--- src/rtl/tdm_clkgen_pkg.sv ---
package tdm_clkgen_pkg;

   typedef enum logic [2:0] {
      FMT_I2S   = 3'd0,
      FMT_LEFT  = 3'd1,
      FMT_RIGHT = 3'd2,
      FMT_DSP_A = 3'd3,
      FMT_DSP_B = 3'd4
   } tdm_fmt_e;

   localparam int unsigned DEFAULT_RATIO = 4;
   localparam int unsigned MAX_SLOT_BITS = 32;
   localparam int unsigned STEREO_SLOTS  = 2;

   function automatic logic width_legal(input logic [5:0] w);
      return (w == 6'd0) || (w == 6'd8) || (w == 6'd16) || (w == 6'd24) || (w == 6'd32);
   endfunction

   function automatic logic [5:0] width_eff(input logic [5:0] w);
      return (w == 6'd0) ? 6'(MAX_SLOT_BITS) : w;
   endfunction

   function automatic logic fmt_half_frame(input logic [2:0] f);
      return (f == FMT_I2S) || (f == FMT_LEFT) || (f == FMT_RIGHT);
   endfunction

   function automatic logic fmt_known(input logic [2:0] f);
      return fmt_half_frame(f) || (f == FMT_DSP_A) || (f == FMT_DSP_B);
   endfunction

endpackage

--- src/rtl/tdm_cfg_check.sv ---
module tdm_cfg_check
   import tdm_clkgen_pkg::*;
#(
   parameter int MAX_SLOTS = 16,
   parameter int DIV_W     = 8,
   parameter int SLOT_W    = $clog2(MAX_SLOTS + 1),
   parameter int FRAME_W   = $clog2(MAX_SLOTS * 32 + 1)
) (
   input  logic [2:0]         cfg_fmt,
   input  logic [SLOT_W-1:0]  cfg_slots,
   input  logic [5:0]         cfg_width,
   input  logic [DIV_W-1:0]   cfg_div,
   output logic               cfg_err,
   output logic [DIV_W-1:0]   ratio,
   output logic [DIV_W-1:0]   half_ratio,
   output logic [FRAME_W-1:0] frame_len,
   output logic [FRAME_W-1:0] half_frame,
   output logic               pulse_mode
);

   logic e_fmt, e_width, e_ratio, e_stereo, e_zero, e_over;

   // slot counts above MAX_SLOTS only need a compare when the port can encode them
   generate
      if ((1 << SLOT_W) - 1 > MAX_SLOTS) begin : g_over_chk
         assign e_over = cfg_slots > SLOT_W'(MAX_SLOTS);
      end else begin : g_over_none
         assign e_over = 1'b0;
      end
   endgenerate

   always_comb begin
      ratio      = (cfg_div == '0) ? DIV_W'(DEFAULT_RATIO) : cfg_div;
      half_ratio = ratio >> 1;
      frame_len  = FRAME_W'(cfg_slots) * FRAME_W'(width_eff(cfg_width));
      half_frame = frame_len >> 1;
      pulse_mode = !fmt_half_frame(cfg_fmt);
      e_fmt      = !fmt_known(cfg_fmt);
      e_width    = !width_legal(cfg_width);
      e_ratio    = ratio[0];
      e_zero     = (cfg_slots == '0);
      e_stereo   = fmt_half_frame(cfg_fmt) && (cfg_slots > SLOT_W'(STEREO_SLOTS));
      cfg_err    = e_fmt | e_width | e_ratio | e_zero | e_over | e_stereo;
   end

endmodule

--- src/rtl/tdm_bclk_div.sv ---
module tdm_bclk_div #(
   parameter int DIV_W = 8
) (
   input  logic             clk,
   input  logic             rst_n,
   input  logic             run,
   input  logic             start,
   input  logic [DIV_W-1:0] ratio,
   input  logic [DIV_W-1:0] half_ratio,
   output logic             bit_adv,
   output logic             bclk_nxt
);

   logic [DIV_W-1:0] cnt_q, cnt_d;
   logic             wrap;

   assign wrap = (cnt_q == ratio - DIV_W'(1));

   always_comb begin
      if (!run || start) begin
         cnt_d = '0;
      end else if (wrap) begin
         cnt_d = '0;
      end else begin
         cnt_d = cnt_q + DIV_W'(1);
      end
   end

   assign bit_adv  = run && !start && wrap;
   assign bclk_nxt = run && (cnt_d >= half_ratio);

   always_ff @(posedge clk or negedge rst_n) begin
      if (!rst_n) begin
         cnt_q <= '0;
      end else begin
         cnt_q <= cnt_d;
      end
   end

endmodule

--- src/rtl/tdm_frame_cnt.sv ---
module tdm_frame_cnt #(
   parameter int FRAME_W = 10
) (
   input  logic               clk,
   input  logic               rst_n,
   input  logic               run,
   input  logic               start,
   input  logic               bit_adv,
   input  logic [FRAME_W-1:0] frame_len,
   input  logic [FRAME_W-1:0] half_frame,
   input  logic               pulse_mode,
   output logic               fs_nxt
);

   logic [FRAME_W-1:0] bit_q, bit_d;

   always_comb begin
      if (!run || start) begin
         bit_d = '0;
      end else if (bit_adv) begin
         bit_d = (bit_q == frame_len - FRAME_W'(1)) ? '0 : bit_q + FRAME_W'(1);
      end else begin
         bit_d = bit_q;
      end
   end

   always_comb begin
      if (!run) begin
         fs_nxt = 1'b0;
      end else if (pulse_mode) begin
         fs_nxt = (bit_d == '0);
      end else begin
         fs_nxt = (bit_d < half_frame);
      end
   end

   always_ff @(posedge clk or negedge rst_n) begin
      if (!rst_n) begin
         bit_q <= '0;
      end else begin
         bit_q <= bit_d;
      end
   end

endmodule

--- src/rtl/tdm_clkgen.sv ---
module tdm_clkgen
   import tdm_clkgen_pkg::*;
#(
   parameter int MAX_SLOTS = 16,
   parameter int DIV_W     = 8,
   localparam int SLOT_W   = $clog2(MAX_SLOTS + 1)
) (
   input  logic              clk,
   input  logic              rst_n,
   input  logic              en,
   input  logic [2:0]        cfg_fmt,
   input  logic [SLOT_W-1:0] cfg_slots,
   input  logic [5:0]        cfg_width,
   input  logic [DIV_W-1:0]  cfg_div,
   input  logic              cfg_bclk_inv,
   input  logic              cfg_fs_inv,
   output logic              bclk,
   output logic              fsync,
   output logic              cfg_err
);

   localparam int FRAME_W = $clog2(MAX_SLOTS * MAX_SLOT_BITS + 1);
   localparam int N_PINS  = 2;

   generate
      if (MAX_SLOTS < STEREO_SLOTS) begin : g_bad_slots
         $error("tdm_clkgen: MAX_SLOTS must be at least 2");
      end
      if (DIV_W < 3) begin : g_bad_div
         $error("tdm_clkgen: DIV_W must hold the default ratio of 4");
      end
   endgenerate

   logic [DIV_W-1:0]   ratio, half_ratio;
   logic [FRAME_W-1:0] frame_len, half_frame;
   logic               pulse_mode;
   logic               run_d, run_q, start;
   logic               bit_adv, bclk_nxt, fs_nxt;
   logic [N_PINS-1:0]  raw_nxt, inv, pins;

   tdm_cfg_check #(
      .MAX_SLOTS (MAX_SLOTS),
      .DIV_W     (DIV_W),
      .SLOT_W    (SLOT_W),
      .FRAME_W   (FRAME_W)
   ) u_cfg (
      .cfg_fmt    (cfg_fmt),
      .cfg_slots  (cfg_slots),
      .cfg_width  (cfg_width),
      .cfg_div    (cfg_div),
      .cfg_err    (cfg_err),
      .ratio      (ratio),
      .half_ratio (half_ratio),
      .frame_len  (frame_len),
      .half_frame (half_frame),
      .pulse_mode (pulse_mode)
   );

   assign run_d = en && !cfg_err;
   assign start = run_d && !run_q;

   always_ff @(posedge clk or negedge rst_n) begin
      if (!rst_n) begin
         run_q <= 1'b0;
      end else begin
         run_q <= run_d;
      end
   end

   tdm_bclk_div #(
      .DIV_W (DIV_W)
   ) u_div (
      .clk        (clk),
      .rst_n      (rst_n),
      .run        (run_d),
      .start      (start),
      .ratio      (ratio),
      .half_ratio (half_ratio),
      .bit_adv    (bit_adv),
      .bclk_nxt   (bclk_nxt)
   );

   tdm_frame_cnt #(
      .FRAME_W (FRAME_W)
   ) u_frame (
      .clk        (clk),
      .rst_n      (rst_n),
      .run        (run_d),
      .start      (start),
      .bit_adv    (bit_adv),
      .frame_len  (frame_len),
      .half_frame (half_frame),
      .pulse_mode (pulse_mode),
      .fs_nxt     (fs_nxt)
   );

   assign raw_nxt = {fs_nxt, bclk_nxt};
   assign inv     = {cfg_fs_inv, cfg_bclk_inv};

   // one retiming flop per pad, polarity applied after the flop
   generate
      for (genvar i = 0; i < N_PINS; i++) begin : g_pin
         logic raw_q;
         always_ff @(posedge clk or negedge rst_n) begin
            if (!rst_n) begin
               raw_q <= 1'b0;
            end else begin
               raw_q <= raw_nxt[i];
            end
         end
         assign pins[i] = raw_q ^ inv[i];
      end
   endgenerate

   assign bclk  = pins[0];
   assign fsync = pins[1];

endmodule

--- config.mk ---
export PLATFORM = sky130hd
export DESIGN_NAME = tdm_clkgen
export DESIGN_NICKNAME = d
export VERILOG_FILES = /design/src/rtl/tdm_clkgen_pkg.sv /design/src/rtl/tdm_cfg_check.sv /design/src/rtl/tdm_bclk_div.sv /design/src/rtl/tdm_frame_cnt.sv /design/src/rtl/tdm_clkgen.sv
export SDC_FILE = /design/constraint.sdc
export NUM_CORES = 1
export LEC_CHECK = 0
export BUFFER_PORTS_ARGS = -buffer_cell sky130_fd_sc_hd__buf_2
export CORE_MARGIN = 1.5
export CORE_UTILIZATION = 50
export DETAILED_ROUTE_END_ITERATION = 8
export PLACE_DENSITY_LB_ADDON = 0.3
export SKIP_LAST_GASP = 1
export SLEW_MARGIN = 10
export SYNTH_ARGS = -nofsm -noshare
export SYNTH_HDL_FRONTEND = slang
export SYNTH_SLANG_ARGS = --single-unit
--- constraint.sdc ---
create_clock -name clk -period 11.05 [get_ports clk]
set_clock_uncertainty 0.15 [all_clocks]
set_input_delay 2.21 -clock clk [delete_from_list [all_inputs] [get_ports clk]]
set_output_delay 2.21 -clock clk [all_outputs]
set_load 0.005 [all_outputs]
==> metrics.txt <==
antenna-violating nets left 0; DRC viols 0; layout cells sized above 1 0.114; Synth Area in Simple Gates 0.261; compound-cell area share of the yosys netlist 0.151; Synth Register Bits 21; DR vias 2696; Tot Pwr 295 uW; Final nets 480; CP bufs+invs 2; syn nets 453; Via density 5.64; critical-path cell list buf_2 > nand2_1 > fa_1 > inv_1 > fa_1 > fa_1 > ha_1 > xnor2_1 > xnor2_1 > xnor2_1 > or4_1 > or4_1 > o31a_1 > a211oi_4 > a21o_4 > nor2_1 > ha_1 > a21o_1 > a21o_1 > a21oi_1 > o2111ai_1 > a41oi_1 > a211oi_1 > o21ai_1; Initial Util 0.524; Worst setup EP type flip-flop; total grt overflow 0; pin count of the biggest net entering global routing 22; post-synth top area cell dfrtp_1; Worst Setup SP cfg_width[0]; Leak Pwr 1.55 nW; synth cell count leaders 38 x ha_1, 35 x nor2_1, 35 x xnor2_1; R2R setup slack 6.90 ns; worst setup path endpoint g_pin[1].raw_q$_DFF_PN0_; Final min period 7.92 ns; top-count cell post-synth ha_1; # diodes 0; Crit Reg-Reg Startpoint u_div.cnt_q[7]$_DFF_PN0_; Worst Path Arrival 7.97 ns; hold buffers post-CTS 0; CP required 11.10 ns; height of the die 82.2 um; DR pass1 iterations 7; Post-Synth Adder-Cell Area 0.222; # resized after CTS 0; CTS clk-pin slew, worst paths 0.08 ns; VDD IR max 43.2 uV; root buf cell clkbuf_8; vias in the first global route 2472; # Post-CTS Setup Buffers 0; Detail Placement HPWL 5800 um; Post-synth top flop dfrtp_1; drt first-iter violations 157; DR WL/cell 14.6 um; Critical-path top delay cell fa_1; synth warn 0; area of the multi-input gates 2470 sq um; max incr delay on CP 0.53 ns; RR Endpoint g_pin[0].raw_q$_DFF_PN0_; initial antenna violation count 0; Critical Path Source Type primary input; core footprint 5990 sq um; Relative slew margins 0.432; setup tns final 0 ns; Yosys top cell area share 0.167; final core occ 0.567; Async SR Flop Fraction 1.00; Final Max Tran Viols 0; Bufs on Longest Clock Path 2; number of clock sinks 21; Hold WC Path Type reg2reg; P&R area growth vs syn 8.17%; clock latency on the worst-skew pair 0.27 ns; final hold vios 0; filler instances 547; top post-synthesis cells by area dfrtp_1 17%, ha_1 15%, xnor2_1 9.8%, fa_1 7.0%, and2_1 4.2%; WS Path Type in2reg; Least-Margin Pin Slew 0.849 ns; Syn Area/Cell 8.33 sq um; Storage cell area 526 sq um; CTS tree done; Port Buffers 29; Die ar. 6760 sq um; cell row count 28; distinct cell type count after synthesis 60; Final Setup Violations 0; mapped cell area 3140 sq um; Post-synth EDFFs 0; Overall Global Routing Usage 0.221; status complete, no violations; delay-heaviest family, CP adder cells; RSZ-0062 raised after global routing no; global-route wire length before repair 11600 um; GP Congestion 0.910; total wire length 6980 um; DP Cell Count 474; CTS Buf Count 3; Synth Area in XOR/XNOR 0.141; largest family of logic cells by synthesized area simple AND/OR/NAND/NOR gates; Non-Filler Instances 478; crit share post-route 0.717; htree depth 1; num ports 30; Fmax achieved 0.126 GHz; WHS 0.478 ns; Reg2Reg Depth 16; CP Depth 24; largest fanout on the critical path 8; sequential area share after synthesis 0.167; Power Density 87.0 nW/um^2; post-synthesis cell count 377; multiplexer share of the synthesized area 0.0128; max-cap viol count 0; Die X 82.2 um
## cell families (layout without fill, tap and decap cells)
logic type,count (synthesis),after routing
and+or+nand+nor,152,152
AOI/OAI and AO/OA,65,65
adders and majority gates,49,49
xor gates and xnor gates,49,49
buffers and inverters,37,63
DFF,21,21
muxes,4,4
## placed cells by master (no fill, tap or decap), types with 2 or more instances in the layout
master	Yosys	routed
nand2b_1	6	6
xnor2_1	35	35
a21o_1	6	6
nor4_1	2	2
inv_1	30	30
o21ai_1	3	3
a21oi_1	15	15
fa_1	11	11
a41oi_1	2	2
nor2_1	35	35
nand4_1	5	5
o21bai_1	2	2
nor3b_1	4	4
clkbuf_8	0	3
or3_1	2	2
nor2b_1	6	6
o21ai_0	10	10
mux2i_1	4	4
o211ai_1	3	3
nor3_1	3	3
buf_2	2	29
a211oi_1	3	3
and3_1	7	7
o31ai_1	2	2
nand4b_1	3	3
nand3_1	11	11
and2_1	21	21
nand2_1	30	30
nor4b_1	2	2
ha_1	38	38
or4_1	3	3
xor2_1	13	13
or2_2	2	2
o22ai_1	2	2
dfrtp_1	21	21
o31a_1	2	2
nand3b_1	3	3
## metrics by stage
| stage | worst slack [ns] | instance area [sq um] |
|---|---|---|
| 6_report | 3.13 | 3400 |
| 5_1_grt | 2.67 | 3400 |
| 4_1_cts | 3.14 | 3400 |
| 3_5_place_dp | 2.85 | 3350 |
| 3_3_place_gp | 2.94 | 3350 |
| 2_1_floorplan | 3.37 | 3140 |
## cell type report
class	count	share of cell area
multi-input combinational	319	0.728
sequential	21	0.155
timing repair buffer	29	0.0427
inverter	30	0.0332
tap	75	0.0276
clock buffer	3	0.0122
clock inverter	1	0.00147
## worst reg2reg max path, cell delays in order (launching register included)
cell and delay, ns:
dfrtp_1 0.42, xor2_1 0.21, or3_1 0.36, o32ai_1 0.15, o2111ai_2 0.30, nor2_1 0.73
or2_1 0.37, nor2_1 0.10, ha_1 0.30, a21oi_1 0.14, nor2b_1 0.05, o21ai_0 0.14
nand2b_1 0.08, a21oi_1 0.20, nor2b_1 0.07, o21ai_0 0.18, a21boi_1 0.10
## worst min-delay path by stage
stage                                   from                  endpoint  slack, ns  cells past startpoint
global placement    u_div.cnt_q[7]$_DFF_PN0_  u_div.cnt_q[7]$_DFF_PN0_       0.46                      2
detailed placement  u_div.cnt_q[0]$_DFF_PN0_  u_div.cnt_q[0]$_DFF_PN0_       0.47                      2
global route        u_div.cnt_q[3]$_DFF_PN0_  u_div.cnt_q[3]$_DFF_PN0_       0.51                      2
CTS                 u_div.cnt_q[0]$_DFF_PN0_  u_div.cnt_q[0]$_DFF_PN0_       0.48                      2
finish              u_div.cnt_q[0]$_DFF_PN0_  u_div.cnt_q[0]$_DFF_PN0_       0.48                      2
floorplan           u_div.cnt_q[7]$_DFF_PN0_  u_div.cnt_q[7]$_DFF_PN0_       0.41                      2
## layer usage
layer  global-route usage  share of wire  vias to the layer above
li1                     -              -                     1360
met4               0.0542          0.018                        0
met3               0.0319          0.038                       10
met2                0.349           0.43                       60
met5                    0              0                        -
met1                0.315           0.51                     1266
## registers in the layout, summed over array words and instances (netlist names)
register       cells
run_q              1
u_div.cnt_q        8
g_pin.raw_q        2
u_frame.bit_q     10
## power breakdown
| part | internal, mW | switching (mW) | leakage [nW] |
|---|---|---|---|
| Sequential | 0.0768 | 0.0000213 | 0.294 |
| Clock | 0.0252 | 0.0278 | 0.0255 |
| Combinational | 0.0728 | 0.0927 | 1.23 |
(Power assumes the default switching activity.)
